**config.mk**
```make
export PLATFORM = sky130hd
export DESIGN_NAME = mlp_prog_ctrl
export DESIGN_NICKNAME = d
export VERILOG_FILES = /design/src/rtl/mlp_pkg.sv /design/src/rtl/mlp_wbuf.sv /design/src/rtl/mlp_pend.sv /design/src/rtl/mlp_seq.sv /design/src/rtl/mlp_prog_ctrl.sv
export SDC_FILE = /design/constraint.sdc
export NUM_CORES = 1
export LEC_CHECK = 0
export BUFFER_PORTS_ARGS = -buffer_cell sky130_fd_sc_hd__buf_2
export CAP_MARGIN = 20
export CORE_ASPECT_RATIO = 1.75
export CORE_MARGIN = 2
export CORE_UTILIZATION = 40
export DETAILED_ROUTE_END_ITERATION = 12
export PLACE_DENSITY = 0.6
export SLEW_MARGIN = 25
export SYNTH_ARGS = -nofsm -noshare
export SYNTH_HDL_FRONTEND = slang
export SYNTH_SLANG_ARGS = --single-unit
```
**constraint.sdc**
```tcl
create_clock -name clk -period 2.5 [get_ports clk]
set_clock_uncertainty 0.05 [all_clocks]
set_input_delay 0.625 -clock clk [delete_from_list [all_inputs] [get_ports clk]]
set_output_delay 0.625 -clock clk [all_outputs]
set_load 0.005 [all_outputs]
```
**src/rtl/mlp_pkg.sv**
```systemverilog
package mlp_pkg;

    localparam int          CELL_BITS   = 2;
    localparam logic [1:0]  CODE_ERASED = 2'b11;

    typedef enum logic [2:0] {
        ST_IDLE      = 3'd0,
        ST_SCAN      = 3'd1,
        ST_PULSE     = 3'd2,
        ST_VERIFY    = 3'd3,
        ST_SWEEP_END = 3'd4
    } mlp_state_e;

endpackage

```
**src/rtl/mlp_wbuf.sv**
```systemverilog
module mlp_wbuf
    import mlp_pkg::*;
#(
    parameter  int WORDS    = 16,
    parameter  int WORD_W   = 16,
    parameter  int GROUP    = 16,
    localparam int ADDR_W   = $clog2(WORDS),
    localparam int CELLS    = WORDS * WORD_W / CELL_BITS,
    localparam int NGRP     = CELLS / GROUP,
    localparam int GRP_W    = (NGRP > 1) ? $clog2(NGRP) : 1,
    localparam int GRP_BITS = GROUP * CELL_BITS
) (
    input  logic                clk,
    input  logic                rst_n,
    input  logic                wr_en,
    input  logic                wr_allow,
    input  logic [ADDR_W-1:0]   wr_addr,
    input  logic [WORD_W-1:0]   wr_data,
    input  logic [GRP_W-1:0]    grp_sel,
    output logic [GRP_BITS-1:0] grp_data,
    output logic [CELLS-1:0]    need_prog
);

    logic [WORD_W-1:0]       mem_q [WORDS];
    logic [WORDS*WORD_W-1:0] flat;

    always_ff @(posedge clk or negedge rst_n) begin
        if (!rst_n) begin
            for (int w = 0; w < WORDS; w++) begin
                mem_q[w] <= '1;
            end
        end else if (wr_en && wr_allow) begin
            mem_q[wr_addr] <= wr_data;
        end
    end

    for (genvar w = 0; w < WORDS; w++) begin : g_flat
        assign flat[w*WORD_W +: WORD_W] = mem_q[w];
    end

    for (genvar c = 0; c < CELLS; c++) begin : g_need
        assign need_prog[c] = (flat[c*CELL_BITS +: CELL_BITS] != CODE_ERASED);
    end

    assign grp_data = flat[grp_sel*GRP_BITS +: GRP_BITS];

endmodule

```
**src/rtl/mlp_pend.sv**
```systemverilog
module mlp_pend #(
    parameter  int CELLS = 128,
    parameter  int GROUP = 16,
    localparam int NGRP  = CELLS / GROUP,
    localparam int GRP_W = (NGRP > 1) ? $clog2(NGRP) : 1
) (
    input  logic             clk,
    input  logic             rst_n,
    input  logic             load,
    input  logic [CELLS-1:0] need_prog,
    input  logic             clr,
    input  logic [GRP_W-1:0] grp_sel,
    input  logic [GROUP-1:0] vfy_ok,
    output logic [GROUP-1:0] grp_pend,
    output logic             any_pend
);

    logic [CELLS-1:0] pend_q;
    logic [CELLS-1:0] pend_d;

    // Each group slice drops its verified cells only when it is the one selected
    for (genvar g = 0; g < NGRP; g++) begin : g_slice
        logic hit;
        assign hit = clr && (grp_sel == GRP_W'(g));
        assign pend_d[g*GROUP +: GROUP] = hit ? (pend_q[g*GROUP +: GROUP] & ~vfy_ok)
                                              :  pend_q[g*GROUP +: GROUP];
    end

    always_ff @(posedge clk or negedge rst_n) begin
        if (!rst_n) begin
            pend_q <= '0;
        end else if (load) begin
            pend_q <= need_prog;
        end else begin
            pend_q <= pend_d;
        end
    end

    assign grp_pend = pend_q[grp_sel*GROUP +: GROUP];
    assign any_pend = |pend_q;

    AST_PEND_ONLY_FALLS: assert property (@(posedge clk) disable iff (!rst_n)
        !load |=> ((pend_q & ~$past(pend_q)) == '0));

endmodule

```
**src/rtl/mlp_seq.sv**
```systemverilog
module mlp_seq
    import mlp_pkg::*;
#(
    parameter  int NGRP      = 8,
    parameter  int MAX_STEPS = 12,
    parameter  int PULSE_LEN = 4,
    localparam int GRP_W     = (NGRP > 1) ? $clog2(NGRP) : 1,
    localparam int STEP_W    = $clog2(MAX_STEPS + 1),
    localparam int PCNT_W    = (PULSE_LEN > 1) ? $clog2(PULSE_LEN) : 1
) (
    input  logic              clk,
    input  logic              rst_n,
    input  logic              start,
    input  logic              grp_has,
    input  logic              any_pend,
    output logic              busy,
    output logic              pulse_en,
    output logic              verify_en,
    output logic              step_up,
    output logic              load,
    output logic              clr,
    output logic              wr_allow,
    output logic [GRP_W-1:0]  grp_idx,
    output logic [STEP_W-1:0] gate_step,
    output logic              pass,
    output logic              fail
);

    localparam logic [GRP_W-1:0]  LAST_GRP  = GRP_W'(NGRP - 1);
    localparam logic [STEP_W-1:0] LAST_STEP = STEP_W'(MAX_STEPS - 1);
    localparam logic [PCNT_W-1:0] LAST_PCNT = PCNT_W'(PULSE_LEN - 1);

    mlp_state_e        state_q, state_d;
    logic [GRP_W-1:0]  grp_q, grp_d;
    logic [STEP_W-1:0] step_q, step_d;
    logic [PCNT_W-1:0] pcnt_q, pcnt_d;
    logic              pass_q, pass_d;
    logic              fail_q, fail_d;

    // State register
    always_ff @(posedge clk or negedge rst_n) begin
        if (!rst_n) begin
            state_q <= ST_IDLE;
            grp_q   <= '0;
            step_q  <= '0;
            pcnt_q  <= '0;
            pass_q  <= 1'b0;
            fail_q  <= 1'b0;
        end else begin
            state_q <= state_d;
            grp_q   <= grp_d;
            step_q  <= step_d;
            pcnt_q  <= pcnt_d;
            pass_q  <= pass_d;
            fail_q  <= fail_d;
        end
    end

    // Next-state logic
    always_comb begin
        state_d = state_q;
        grp_d   = grp_q;
        step_d  = step_q;
        pcnt_d  = pcnt_q;
        pass_d  = pass_q;
        fail_d  = fail_q;
        unique case (state_q)
            ST_IDLE: begin
                if (start) begin
                    state_d = ST_SCAN;
                    grp_d   = '0;
                    step_d  = '0;
                    pass_d  = 1'b0;
                    fail_d  = 1'b0;
                end
            end
            ST_SCAN: begin
                if (grp_has) begin
                    state_d = ST_PULSE;
                    pcnt_d  = '0;
                end else if (grp_q == LAST_GRP) begin
                    state_d = ST_SWEEP_END;
                end else begin
                    grp_d = grp_q + 1'b1;
                end
            end
            ST_PULSE: begin
                if (pcnt_q == LAST_PCNT) begin
                    state_d = ST_VERIFY;
                end else begin
                    pcnt_d = pcnt_q + 1'b1;
                end
            end
            ST_VERIFY: begin
                if (grp_q == LAST_GRP) begin
                    state_d = ST_SWEEP_END;
                end else begin
                    state_d = ST_SCAN;
                    grp_d   = grp_q + 1'b1;
                end
            end
            ST_SWEEP_END: begin
                if (!any_pend) begin
                    state_d = ST_IDLE;
                    pass_d  = 1'b1;
                end else if (step_q == LAST_STEP) begin
                    state_d = ST_IDLE;
                    fail_d  = 1'b1;
                end else begin
                    state_d = ST_SCAN;
                    step_d  = step_q + 1'b1;
                    grp_d   = '0;
                end
            end
            default: begin
                state_d = ST_IDLE;
            end
        endcase
    end

    // Outputs
    always_comb begin
        busy      = (state_q != ST_IDLE);
        wr_allow  = (state_q == ST_IDLE);
        load      = (state_q == ST_IDLE) && start;
        pulse_en  = (state_q == ST_PULSE);
        verify_en = (state_q == ST_VERIFY);
        clr       = (state_q == ST_VERIFY);
        step_up   = (state_q == ST_SWEEP_END) && any_pend && (step_q != LAST_STEP);
        grp_idx   = grp_q;
        gate_step = step_q;
        pass      = pass_q;
        fail      = fail_q;
    end

    AST_PULSE_THEN_VERIFY: assert property (@(posedge clk) disable iff (!rst_n)
        (state_q == ST_PULSE && pcnt_q == LAST_PCNT) |=> (state_q == ST_VERIFY));
    AST_STEP_MONOTONIC: assert property (@(posedge clk) disable iff (!rst_n)
        (busy && $past(busy)) |-> (step_q == $past(step_q) || step_q == $past(step_q) + 1'b1));
    AST_BUSY_ENDS_WITH_STATUS: assert property (@(posedge clk) disable iff (!rst_n)
        $fell(busy) |-> (pass_q ^ fail_q));
    AST_GROUPS_ASCEND: assert property (@(posedge clk) disable iff (!rst_n)
        (state_q == ST_SCAN && $past(state_q) == ST_SCAN) |-> (grp_q == $past(grp_q) + 1'b1));
    AST_STATUS_EXCLUSIVE: assert property (@(posedge clk) disable iff (!rst_n)
        !(pass_q && fail_q));

endmodule

```
**src/rtl/mlp_prog_ctrl.sv**
```systemverilog
module mlp_prog_ctrl
    import mlp_pkg::*;
#(
    parameter  int WORDS     = 16,
    parameter  int WORD_W    = 16,
    parameter  int GROUP     = 16,
    parameter  int MAX_STEPS = 12,
    parameter  int PULSE_LEN = 4,
    localparam int ADDR_W    = $clog2(WORDS),
    localparam int CELLS     = WORDS * WORD_W / CELL_BITS,
    localparam int NGRP      = CELLS / GROUP,
    localparam int GRP_W     = (NGRP > 1) ? $clog2(NGRP) : 1,
    localparam int STEP_W    = $clog2(MAX_STEPS + 1),
    localparam int GRP_BITS  = GROUP * CELL_BITS
) (
    input  logic                clk,
    input  logic                rst_n,
    input  logic                wr_en,
    input  logic [ADDR_W-1:0]   wr_addr,
    input  logic [WORD_W-1:0]   wr_data,
    input  logic                prog_start,
    input  logic [GROUP-1:0]    vfy_ok,
    output logic                busy,
    output logic                pass,
    output logic                fail,
    output logic                pulse_en,
    output logic                verify_en,
    output logic                step_up,
    output logic [STEP_W-1:0]   gate_step,
    output logic [GRP_W-1:0]    grp_idx,
    output logic [GROUP-1:0]    pulse_mask,
    output logic [GRP_BITS-1:0] grp_data
);

    logic             load, clr, wr_allow, any_pend;
    logic [CELLS-1:0] need_prog;
    logic [GROUP-1:0] grp_pend;
    logic [GROUP-1:0] grp_erased;

    mlp_wbuf #(
        .WORDS  (WORDS),
        .WORD_W (WORD_W),
        .GROUP  (GROUP)
    ) u_wbuf (
        .clk       (clk),
        .rst_n     (rst_n),
        .wr_en     (wr_en),
        .wr_allow  (wr_allow),
        .wr_addr   (wr_addr),
        .wr_data   (wr_data),
        .grp_sel   (grp_idx),
        .grp_data  (grp_data),
        .need_prog (need_prog)
    );

    mlp_pend #(
        .CELLS (CELLS),
        .GROUP (GROUP)
    ) u_pend (
        .clk       (clk),
        .rst_n     (rst_n),
        .load      (load),
        .need_prog (need_prog),
        .clr       (clr),
        .grp_sel   (grp_idx),
        .vfy_ok    (vfy_ok),
        .grp_pend  (grp_pend),
        .any_pend  (any_pend)
    );

    mlp_seq #(
        .NGRP      (NGRP),
        .MAX_STEPS (MAX_STEPS),
        .PULSE_LEN (PULSE_LEN)
    ) u_seq (
        .clk       (clk),
        .rst_n     (rst_n),
        .start     (prog_start),
        .grp_has   (|grp_pend),
        .any_pend  (any_pend),
        .busy      (busy),
        .pulse_en  (pulse_en),
        .verify_en (verify_en),
        .step_up   (step_up),
        .load      (load),
        .clr       (clr),
        .wr_allow  (wr_allow),
        .grp_idx   (grp_idx),
        .gate_step (gate_step),
        .pass      (pass),
        .fail      (fail)
    );

    assign pulse_mask = pulse_en ? grp_pend : '0;

    for (genvar i = 0; i < GROUP; i++) begin : g_erased
        assign grp_erased[i] = (grp_data[i*CELL_BITS +: CELL_BITS] == CODE_ERASED);
    end

    AST_NO_ERASED_PULSE: assert property (@(posedge clk) disable iff (!rst_n)
        pulse_en |-> ((pulse_mask & grp_erased) == '0));
    AST_NO_IDLE_PULSE: assert property (@(posedge clk) disable iff (!rst_n)
        !busy |-> (!pulse_en && !verify_en && !step_up));

endmodule

```
==> results_dict.tcl, run 1 <==
set metrics [dict create \
    remaining_drc_errors 0 \
    r2r_cells 9 \
    hold_viol 0 \
    period_needed_ns 3.07 \
    grt_use_total_pct 27.4 \
    p_leak_nw 10.4 \
    antenna_found_initial 4 \
    netlist_area_mm2 0.0196 \
    cts_root_buf "clkbuf_16" \
    r2r_slack_ns -0.35 \
    gp_congestion 0.969 \
    path_class "flip-flop to output port" \
    ant_nets 0 \
    synth_common_cells "nand2_1 (259), dfstp_2 (256), mux2_2 (256)" \
    wire_per_inst_um 28.8 \
    met3_usage_pct 3.62 \
    postSynthAreaPerCell_um2 12.6 \
    startpoint "u_seq.grp_idx[0]" \
    yosys.area.top_type_share_pct 34.3 \
    fin_crit_sh_pct 123 \
    switchingPower_mw 11.7 \
    setup_slack_ns -0.565 \
    yosysWarnings 0 \
    crit_cells 7 \
    post-place-ws_ns -0.435 \
    drtPass1Iterations 5 \
    fin_util_pct 50.0 \
    yosysMostFrequentCell "nand2_1" \
    ys_seq_area_share_pct 52.4 \
    syn_to_final_growth_pct 23.7 \
    cts.clk_slew.worst_paths_ns 0.07 \
    cp.required_ns 1.82 \
    cts_inserted_buffers 40 \
    drt_wl_total_um 70100 \
    die-area_mm2 0.0509 \
    cts_num_sinks 398 \
    slew_headroom_pct 56.6 \
    use_met2_pct 44.9 \
    coreArea_mm2 0.0486 \
    finalNetCount 1798 \
    synth_enable_flop_cells 0 \
    power_frac_comb_pct 40.4 \
    internal-power_mw 21.0 \
    design_area_mm2 0.0243 \
    viasPerCell 5.91 \
    worstMarginPinSlew_ns 0.651 \
    cp_cell_sequence "buf_12 -> mux4_2 -> mux2i_2 -> buf_4 -> buf_6 -> nor2_2 -> buf_2" \
    fill_cells 4235 \
    switching_share_pct 35.8 \
    fmax_mhz 326 \
    rr_endpoint "u_seq.grp_idx[0]" \
    cts.path.max_buffers 3 \
    dpl_cell_area_mm2 0.0216 \
    rsz0062_at_grt "true" \
    pwr-share-clk_pct 18.6 \
    grt_start_max_net_pins 64 \
    cp-end-kind "output port" \
    path_delay_family "multiplexers" \
    seqPwrFrac_pct 41.0 \
    ys_types 44 \
    violations "setup timing" \
    status "finished with violations" \
    ys_async_sr_fraction_pct 100 \
    arrival_ns 2.39 \
    num_vias 14384 \
    drv_cap 0 \
    power-per-cell-area_mw_per_mm2 1340 \
    path_buf_inv 4 \
    worst_skew_pair.late_latency_ns 0.56 \
    start_util_pct 40.4 \
    setup_viol 60 \
    cts_tree "built" \
    gr-usage-met1_pct 33.6 \
    drv_slew 0 \
    grt_pass1_vias 14939 \
    crit_path_start_kind "flip-flop" \
    grt_overflow 0 \
    ys.flop_type "dfstp_2" \
    synth_top_cell_by_area "dfstp_2" \
    busiest_layer "met2" \
    ir_drop_v 0.000697 \
    drtIter0Drc 1166 \
    grt_pass1_wl_um 101000 \
    setup.worst_path.end "pulse_mask[4]" \
    slowest_stage "dfrtp_4" \
    die_w_um 171 \
    htree_levels 2 \
    rows 107 \
    ys_seq_elements 398 \
    synthCells 1554 \
    r2r-start "u_seq.grp_idx[0]" \
    critPathMaxStageDelay_ns 0.53 \
    hpwl_um 49500 \
    min-delay-path-class "input port to flip-flop" \
    synth_nets 1602 \
    synthTopCellsByArea "dfstp_2 (34%), dfrtp_1 (18%), mux2_2 (15%), mux4_2 (9.5%), nand2_1 (5.0%)" \
    die_h_um 297 \
    portBuffers 100 \
    layout-drive-gt1-share_pct 60.7 \
    io_pins 101 \
    worst-path-max-fanout 8 \
]
==> power groups by stage <==
stage	Clock (mW)	Combinational [mW]	Sequential (mW)
5_1_grt	6.43	14.0	13.6
3_5_place_dp	0	10.8	13.2
6_report	6.09	13.2	13.4
3_3_place_gp	0	10.5	13.1
2_1_floorplan	0	7.07	11.7
4_1_cts	6.18	11.7	13.2
==> cell families after synthesis <==
kind of cell	synth area share [%]
fa+ha+maj	0.510
simple gates	8.67
compound gates	8.81
mux	27.0
buf+inv	2.67
flops	52.4
==> registers in the layout, indices dropped and copies added (netlist names) <==
name and count:
u_wbuf.flat 256, u_pend.pend_q 128, u_seq.pass 1, u_seq.pcnt_q 2
u_seq.fail 1, u_seq.gate_step 4, u_seq.grp_idx 3, u_seq.state_q 3
==> area by class of cell <==
class	instances	area, um2	share of cell area [%]
diodes	3	7.51	0.0309
clock buffers	56	1130	4.66
clock inverters	13	154	0.633
inverters	6	22.5	0.0927
multi-input cells	1038	9350	38.5
flip-flops and latches	398	10300	42.4
well taps	654	818	3.37
repair buffers	266	2510	10.3
==> placed cells by master, fill, tap and decap left out, types with 27 or more instances in the layout <==
| master | instances |
|---|---|
| a21o_1 | 128 |
| a21oi_1 | 132 |
| buf_12 | 27 |
| buf_2 | 75 |
| buf_4 | 108 |
| buf_6 | 43 |
| clkbuf_16 | 47 |
| dfrtp_1 | 131 |
| dfstp_2 | 256 |
| mux2_2 | 256 |
| mux4_2 | 94 |
| nand2_1 | 184 |
| nand2_2 | 67 |
==> per-stage QoR <==
step	std cells	hold slack, ns	TNS [ns]	total power [mW]
global route	2434	0.401	-28.65	34.0
global placement	2308	0.425	-2.21	23.6
detailed placement	2308	0.426	-2.36	23.9
CTS	2405	0.386	-23.46	31.1
floorplan	1554	0.279	-0.0526	18.8
finish	2434	0.405	-25.69	32.7
==> timing repair <==
item                       in CTS  in global routing
pin swaps                      13                 36
setup endpoints to repair      63                 59
resized for setup             112                128
buffers inserted               30                 20
cloned                          1                  8
hold buffers                    1                  0
hold endpoints to repair       19                  0
==> how the worst min path moves through the flow <==
stage | startpoint | slack (ns) | depth (start not counted) | to
3_3_place_gp | u_seq.pass | 0.42 | 2 | u_seq.pass
6_report | prog_start | 0.41 | 3 | u_seq.state_q[0]
5_1_grt | prog_start | 0.40 | 3 | u_seq.state_q[0]
3_5_place_dp | u_seq.pass | 0.43 | 2 | u_seq.pass
2_1_floorplan | rst_n | 0.28 | 0 | u_pend.pend_q[0]
4_1_cts | prog_start | 0.39 | 3 | u_seq.state_q[0]
==> per-layer routing <==
layer / vias up / share of wire (%)
met5: - / 0.020
met4: 2 / 7.4
met3: 223 / 5.9
met2: 660 / 50
met1: 7477 / 37
li1: 6022 / -
==> tightest hold or removal path, delay by kind of cell <==
kind	cells	cell delay [ns]
buffers and inverters	1	0.14
AO/OA/AOI/OAI	2	0.20
Power figures use the tool's default switching activity.
==> run 2: changes to the inputs <==
--- a/config.mk
+++ b/config.mk
@@ -7,7 +7,7 @@
 export LEC_CHECK = 0
 export BUFFER_PORTS_ARGS = -buffer_cell sky130_fd_sc_hd__buf_2
 export CAP_MARGIN = 20
-export CORE_ASPECT_RATIO = 1.75
+export CORE_ASPECT_RATIO = 0.6
 export CORE_MARGIN = 2
 export CORE_UTILIZATION = 40
 export DETAILED_ROUTE_END_ITERATION = 12
==> run 2 against run 1 <==
Compared with the run above:
- the run still ends with setup timing left
- global-route usage shrank 1.3 points
- worst hold slack gained 0.042 ns
- cell area shrank 1.3%
- worst setup slack gained 0.029 ns
- fmax grew 0.97%
- die area is essentially flat
- non-clock buffer count shrank 5
- register-to-register slack lost 0.04 ns
- critical path depth is the same
- first-iteration DRC count grew 34%
- critical endpoint is now pulse_mask[14]
- largest cell class unchanged
==> results_dict.tcl, run 2 (synthesis results as in run 1) <==
set metrics [dict create \
    pwr-share-clk_pct 18.7 \
    rows 62 \
    cp.required_ns 1.82 \
    hold_slack_ns 0.447 \
    internal-power_mw 20.6 \
    setup_viol 57 \
    drtIter0Drc 1568 \
    seqPwrFrac_pct 42.4 \
    drt_wl_total_um 66900 \
    path_class "flip-flop to output port" \
    status "finished with violations" \
    viasPerCell 6.01 \
    fill_cells 4209 \
    power_frac_comb_pct 38.9 \
    antenna_found_initial 2 \
    coreArea_mm2 0.0482 \
    portBuffers 100 \
    layout-drive-gt1-share_pct 58.5 \
    die_w_um 290 \
    drv_slew 0 \
    violations "setup timing" \
    hold_viol 0 \
    grt_pass1_vias 14517 \
    hpwl_um 48300 \
    fin_crit_sh_pct 121 \
    period_needed_ns 3.04 \
    cts.path.max_buffers 3 \
    cts_root_buf "clkbuf_16" \
    cts_num_sinks 398 \
    crit_path_start_kind "flip-flop" \
    slew_headroom_pct 63.7 \
    power_mw 31.9 \
    switching_share_pct 35.5 \
    grt_pass1_wl_um 98500 \
    finalNetCount 1791 \
    start_util_pct 40.8 \
    min-delay-path-class "flip-flop to flip-flop" \
    die_h_um 176 \
    worst-path-max-fanout 5 \
    grt_use_total_pct 26.1 \
    ant_nets 0 \
    post-place-ws_ns -0.163 \
    htree_levels 2 \
    cts_tree "built" \
    setup_slack_ns -0.536 \
    switchingPower_mw 11.3 \
    syn_to_final_growth_pct 22.2 \
    cp-end-kind "output port" \
    ir_drop_v 0.000518 \
    rsz0062_at_grt "true" \
    cts_inserted_buffers 39 \
    wire_per_inst_um 27.7 \
    worst_skew_pair.late_latency_ns 0.55 \
    largest_register_ffs 256 \
    fmax_mhz 329 \
    p_leak_nw 10.3 \
    grt_start_max_net_pins 95 \
    remaining_drc_errors 0 \
    worstMarginPinSlew_ns 0.545 \
    setup-tns-final_ns -24.29 \
    die-area_mm2 0.0509 \
    io_pins 101 \
    final_cell_mix "mux2_2 (256), dfstp_2 (256), nand2_1 (213), a21oi_1 (132), dfrtp_1 (131)" \
    drtPass1Iterations 5 \
    drv_cap 0 \
    fin_util_pct 49.8 \
    num_vias 14519 \
    gp_congestion 0.980 \
    power-per-cell-area_mw_per_mm2 1330 \
    grt_overflow 0 \
    cts.clk_slew.worst_paths_ns 0.06 \
    arrival_ns 2.36 \
]
run 2: power groups by stage:
stage                     clock network, mW  logic (mW)  registers, mW
final                                  5.97        12.4           13.5
after global routing                   6.37        13.2           13.7
after CTS                              6.07        11.4           13.2
after detailed placement                  0        10.7           13.2
after global placement                    0        10.4           13.2
after floorplan                           0        7.07           11.7
run 2: per-stage QoR:
step                      cells  instance area, um2
after floorplan            1554               19700
after global placement     2307               21700
after detailed placement   2307               21700
after CTS                  2389               23400
after global routing       2412               24000
final                      2415               24000
run 2: per-layer routing:
metal / share of wire, % / vias up / global-route usage [%]
li1: - / 6022 / -
met1: 48 / 7727 / 41.0
met2: 42 / 672 / 37.2
met3: 8.5 / 98 / 4.59
met4: 2.3 / 0 / 6.21
met5: 0 / - / 0
run 2: critical path, cell delays in order (launching register included):
cell and delay [ns]:
dfrtp_4 0.46, buf_6 0.15, clkbuf_16 0.16, mux4_2 0.51, mux2i_2 0.22, buf_4 0.16
nor2_1 0.04, buf_2 0.13
run 2: repair_timing:
action                                  CTS  global route
cloned                                    1             9
setup buffers                            10            16
hold buffers                              1             0
endpoints found under the hold margin     8             0
endpoints found under the setup margin   55            58
resized for setup                        73            81
pin swaps                                 7            44
run 2: path summary, 6_finish.rpt:
| check | start | depth (start not counted) | to | slack, ns |
|---|---|---|---|---|
| setup / recovery | u_seq.grp_idx[0] | 7 | pulse_mask[14] | -0.54 |
| hold / removal | u_seq.pass | 2 | u_seq.pass | 0.45 |
| setup reg to reg | u_seq.grp_idx[0] | 9 | u_seq.grp_idx[2] | -0.39 |
| hold reg to reg | u_seq.pass | 2 | u_seq.pass | 0.45 |
| max in group asynchronous | rst_n | 3 | u_wbuf.flat[138] | 1.00 |
| min in group asynchronous | rst_n | 2 | u_pend.pend_q[59] | 0.55 |
run 2: layout make-up:
cell class              count  area (um2)  share of cell area, %
flip-flops and latches    398       10300                   42.9
multi-input cells        1037        9180                   38.3
repair buffers            261        2420                   10.1
clock buffers              51        1080                   4.51
well taps                 640         801                   3.34
clock inverters            19         179                  0.746
inverters                   6        23.8                 0.0991
diodes                      3        7.51                 0.0313
==> run 3: changes to the inputs <==
--- a/config.mk
+++ b/config.mk
@@ -12,6 +12,7 @@
 export CORE_UTILIZATION = 40
 export DETAILED_ROUTE_END_ITERATION = 12
 export PLACE_DENSITY = 0.6
+export SKIP_CTS_REPAIR_TIMING = 1
 export SLEW_MARGIN = 25
 export SYNTH_ARGS = -nofsm -noshare
 export SYNTH_HDL_FRONTEND = slang
==> run 3 against run 2 <==
Compared with the run above:
- worst hold slack lost 0.0081 ns
- critical path depth is the same
- critical path type unchanged
- die area stayed put
- the flow still finishes with violations (setup timing)
- non-clock buffer count decreased by 6
- highest routed layer unchanged
==> results_dict.tcl, run 3 (synthesis results as in run 1) <==
set metrics [dict create \
    status "finished with violations" \
    violations "setup timing" \
    gp_congestion 0.980 \
    setup_viol 57 \
    worst_skew_pair.late_latency_ns 0.55 \
    crit_top_cell "buf_12" \
    cts_tree "built" \
    rsz0062_at_grt "true" \
    grt_pass1_vias 14372 \
    cts.path.max_buffers 3 \
    hold_depth 2 \
    cts_root_buf "clkbuf_16" \
    path_class "flip-flop to output port" \
    syn_to_final_growth_pct 21.0 \
    fin_crit_sh_pct 121 \
    worst-path-max-fanout 10 \
    die_h_um 176 \
    critPathMaxStageDelay_ns 0.52 \
    coreArea_mm2 0.0482 \
    num_vias 14439 \
    htree_levels 2 \
    wire_per_inst_um 27.7 \
    ant_nets 0 \
    hpwl_um 48300 \
    final_cell_mix "mux2_2 (256), dfstp_2 (256), nand2_1 (236), dfrtp_1 (133), a21oi_1 (132)" \
    largest_register_ffs 256 \
    layout-drive-gt1-share_pct 57.1 \
    start_util_pct 40.8 \
    power-per-cell-area_mw_per_mm2 1320 \
    arrival_ns 2.35 \
    io_pins 101 \
    slew_headroom_pct 62.6 \
    cts_inserted_buffers 39 \
    remaining_drc_errors 0 \
    placed_cells 2307 \
    drtPass1Iterations 7 \
    slowest_stage "mux4_2" \
    ir_drop_v 0.000493 \
    cp.required_ns 1.82 \
    min-delay-path-class "flip-flop to flip-flop" \
    stdcell_count 2409 \
    viasPerCell 5.99 \
    drv_slew 0 \
    cp-end-kind "output port" \
    drtIter0Drc 1591 \
    drv_cap 0 \
    r2r_cells 9 \
    grt_overflow 0 \
    crit_path_start_kind "flip-flop" \
    die_w_um 290 \
    p_leak_nw 10.2 \
    portBuffers 100 \
    multi_input_area_mm2 0.00909 \
    drt_wl_total_um 66700 \
    grt_pass1_wl_um 97700 \
    grt_use_total_pct 25.9 \
    grt_start_max_net_pins 95 \
    setup_slack_ns -0.520 \
    period_needed_ns 3.02 \
    hold_viol 0 \
    cp_cell_sequence "buf_12 -> buf_12 -> buf_16 -> mux4_2 -> nand2_2 -> nand2_1 -> buf_2" \
    rows 62 \
    die-area_mm2 0.0509 \
    worstMarginPinSlew_ns 0.560 \
    cts.clk_slew.worst_paths_ns 0.06 \
    setup-tns-final_ns -24.39 \
    power_mw 31.5 \
    antenna_found_initial 3 \
    final-seq-area_mm2 0.0103 \
    fmax_mhz 331 \
    fill_cells 4236 \
    finalNetCount 1785 \
    cts_num_sinks 398 \
]
## run 3: final timing paths
| check | from | end | slack [ns] |
|---|---|---|---|
| worst max-delay path | u_seq.grp_idx[0] | grp_data[23] | -0.52 |
| worst min-delay path | u_seq.pass | u_seq.pass | 0.44 |
| worst max register to register | u_seq.grp_idx[0] | u_seq.grp_idx[2] | -0.39 |
| worst min register to register | u_seq.pass | u_seq.pass | 0.44 |
| max in group asynchronous | rst_n | u_wbuf.flat[138] | 1.00 |
| min in group asynchronous | rst_n | u_pend.pend_q[66] | 0.55 |
## run 3: metrics by stage
stage	area [um2]	hold WS (ns)	utilization (%)	setup slack (ns)
2_1_floorplan	19700	0.279	-	-0.0526
3_3_place_gp	21700	0.424	45.1	-0.116
3_5_place_dp	21700	0.430	45.1	-0.163
4_1_cts	23000	-0.0666	47.8	-0.656
5_1_grt	23800	0.471	49.3	-0.579
6_report	23800	0.439	49.3	-0.520
## run 3: power by group
| group | total (mW) | internal (mW) | leakage (nW) | switching (mW) |
|---|---|---|---|---|
| sequential | 13.5 | 10.3 | 4.24 | 3.15 |
| combinational | 12.0 | 6.57 | 5.32 | 5.44 |
| clock | 5.97 | 3.38 | 0.620 | 2.59 |
| total | 31.5 | 20.3 | 10.2 | 11.2 |
## run 3: critical path: cells and delay by family, from the launching register on
| kind | cells | cell delay, ns |
|---|---|---|
| and+or+nand+nor | 2 | 0.23 |
| muxes | 1 | 0.52 |
| DFF | 1 | 0.45 |
| buffers and inverters | 4 | 0.59 |
## run 3: layout make-up
type                    instances  share of cell area [%]
flip-flops and latches        398                    43.3
well taps                     640                    3.37
clock buffers                  51                    4.55
clock inverters                19                   0.753
multi-input cells            1037                    38.2
diodes                          3                  0.0316
inverters                       6                   0.111
repair buffers                255                    9.62
## run 3: metal layers
layer / wire length (um) / global-route usage (%)
met2: 27800 / 36.9
met3: 5500 / 4.48
met5: 0 / 0
met1: 32000 / 40.8
met4: 1430 / 5.95
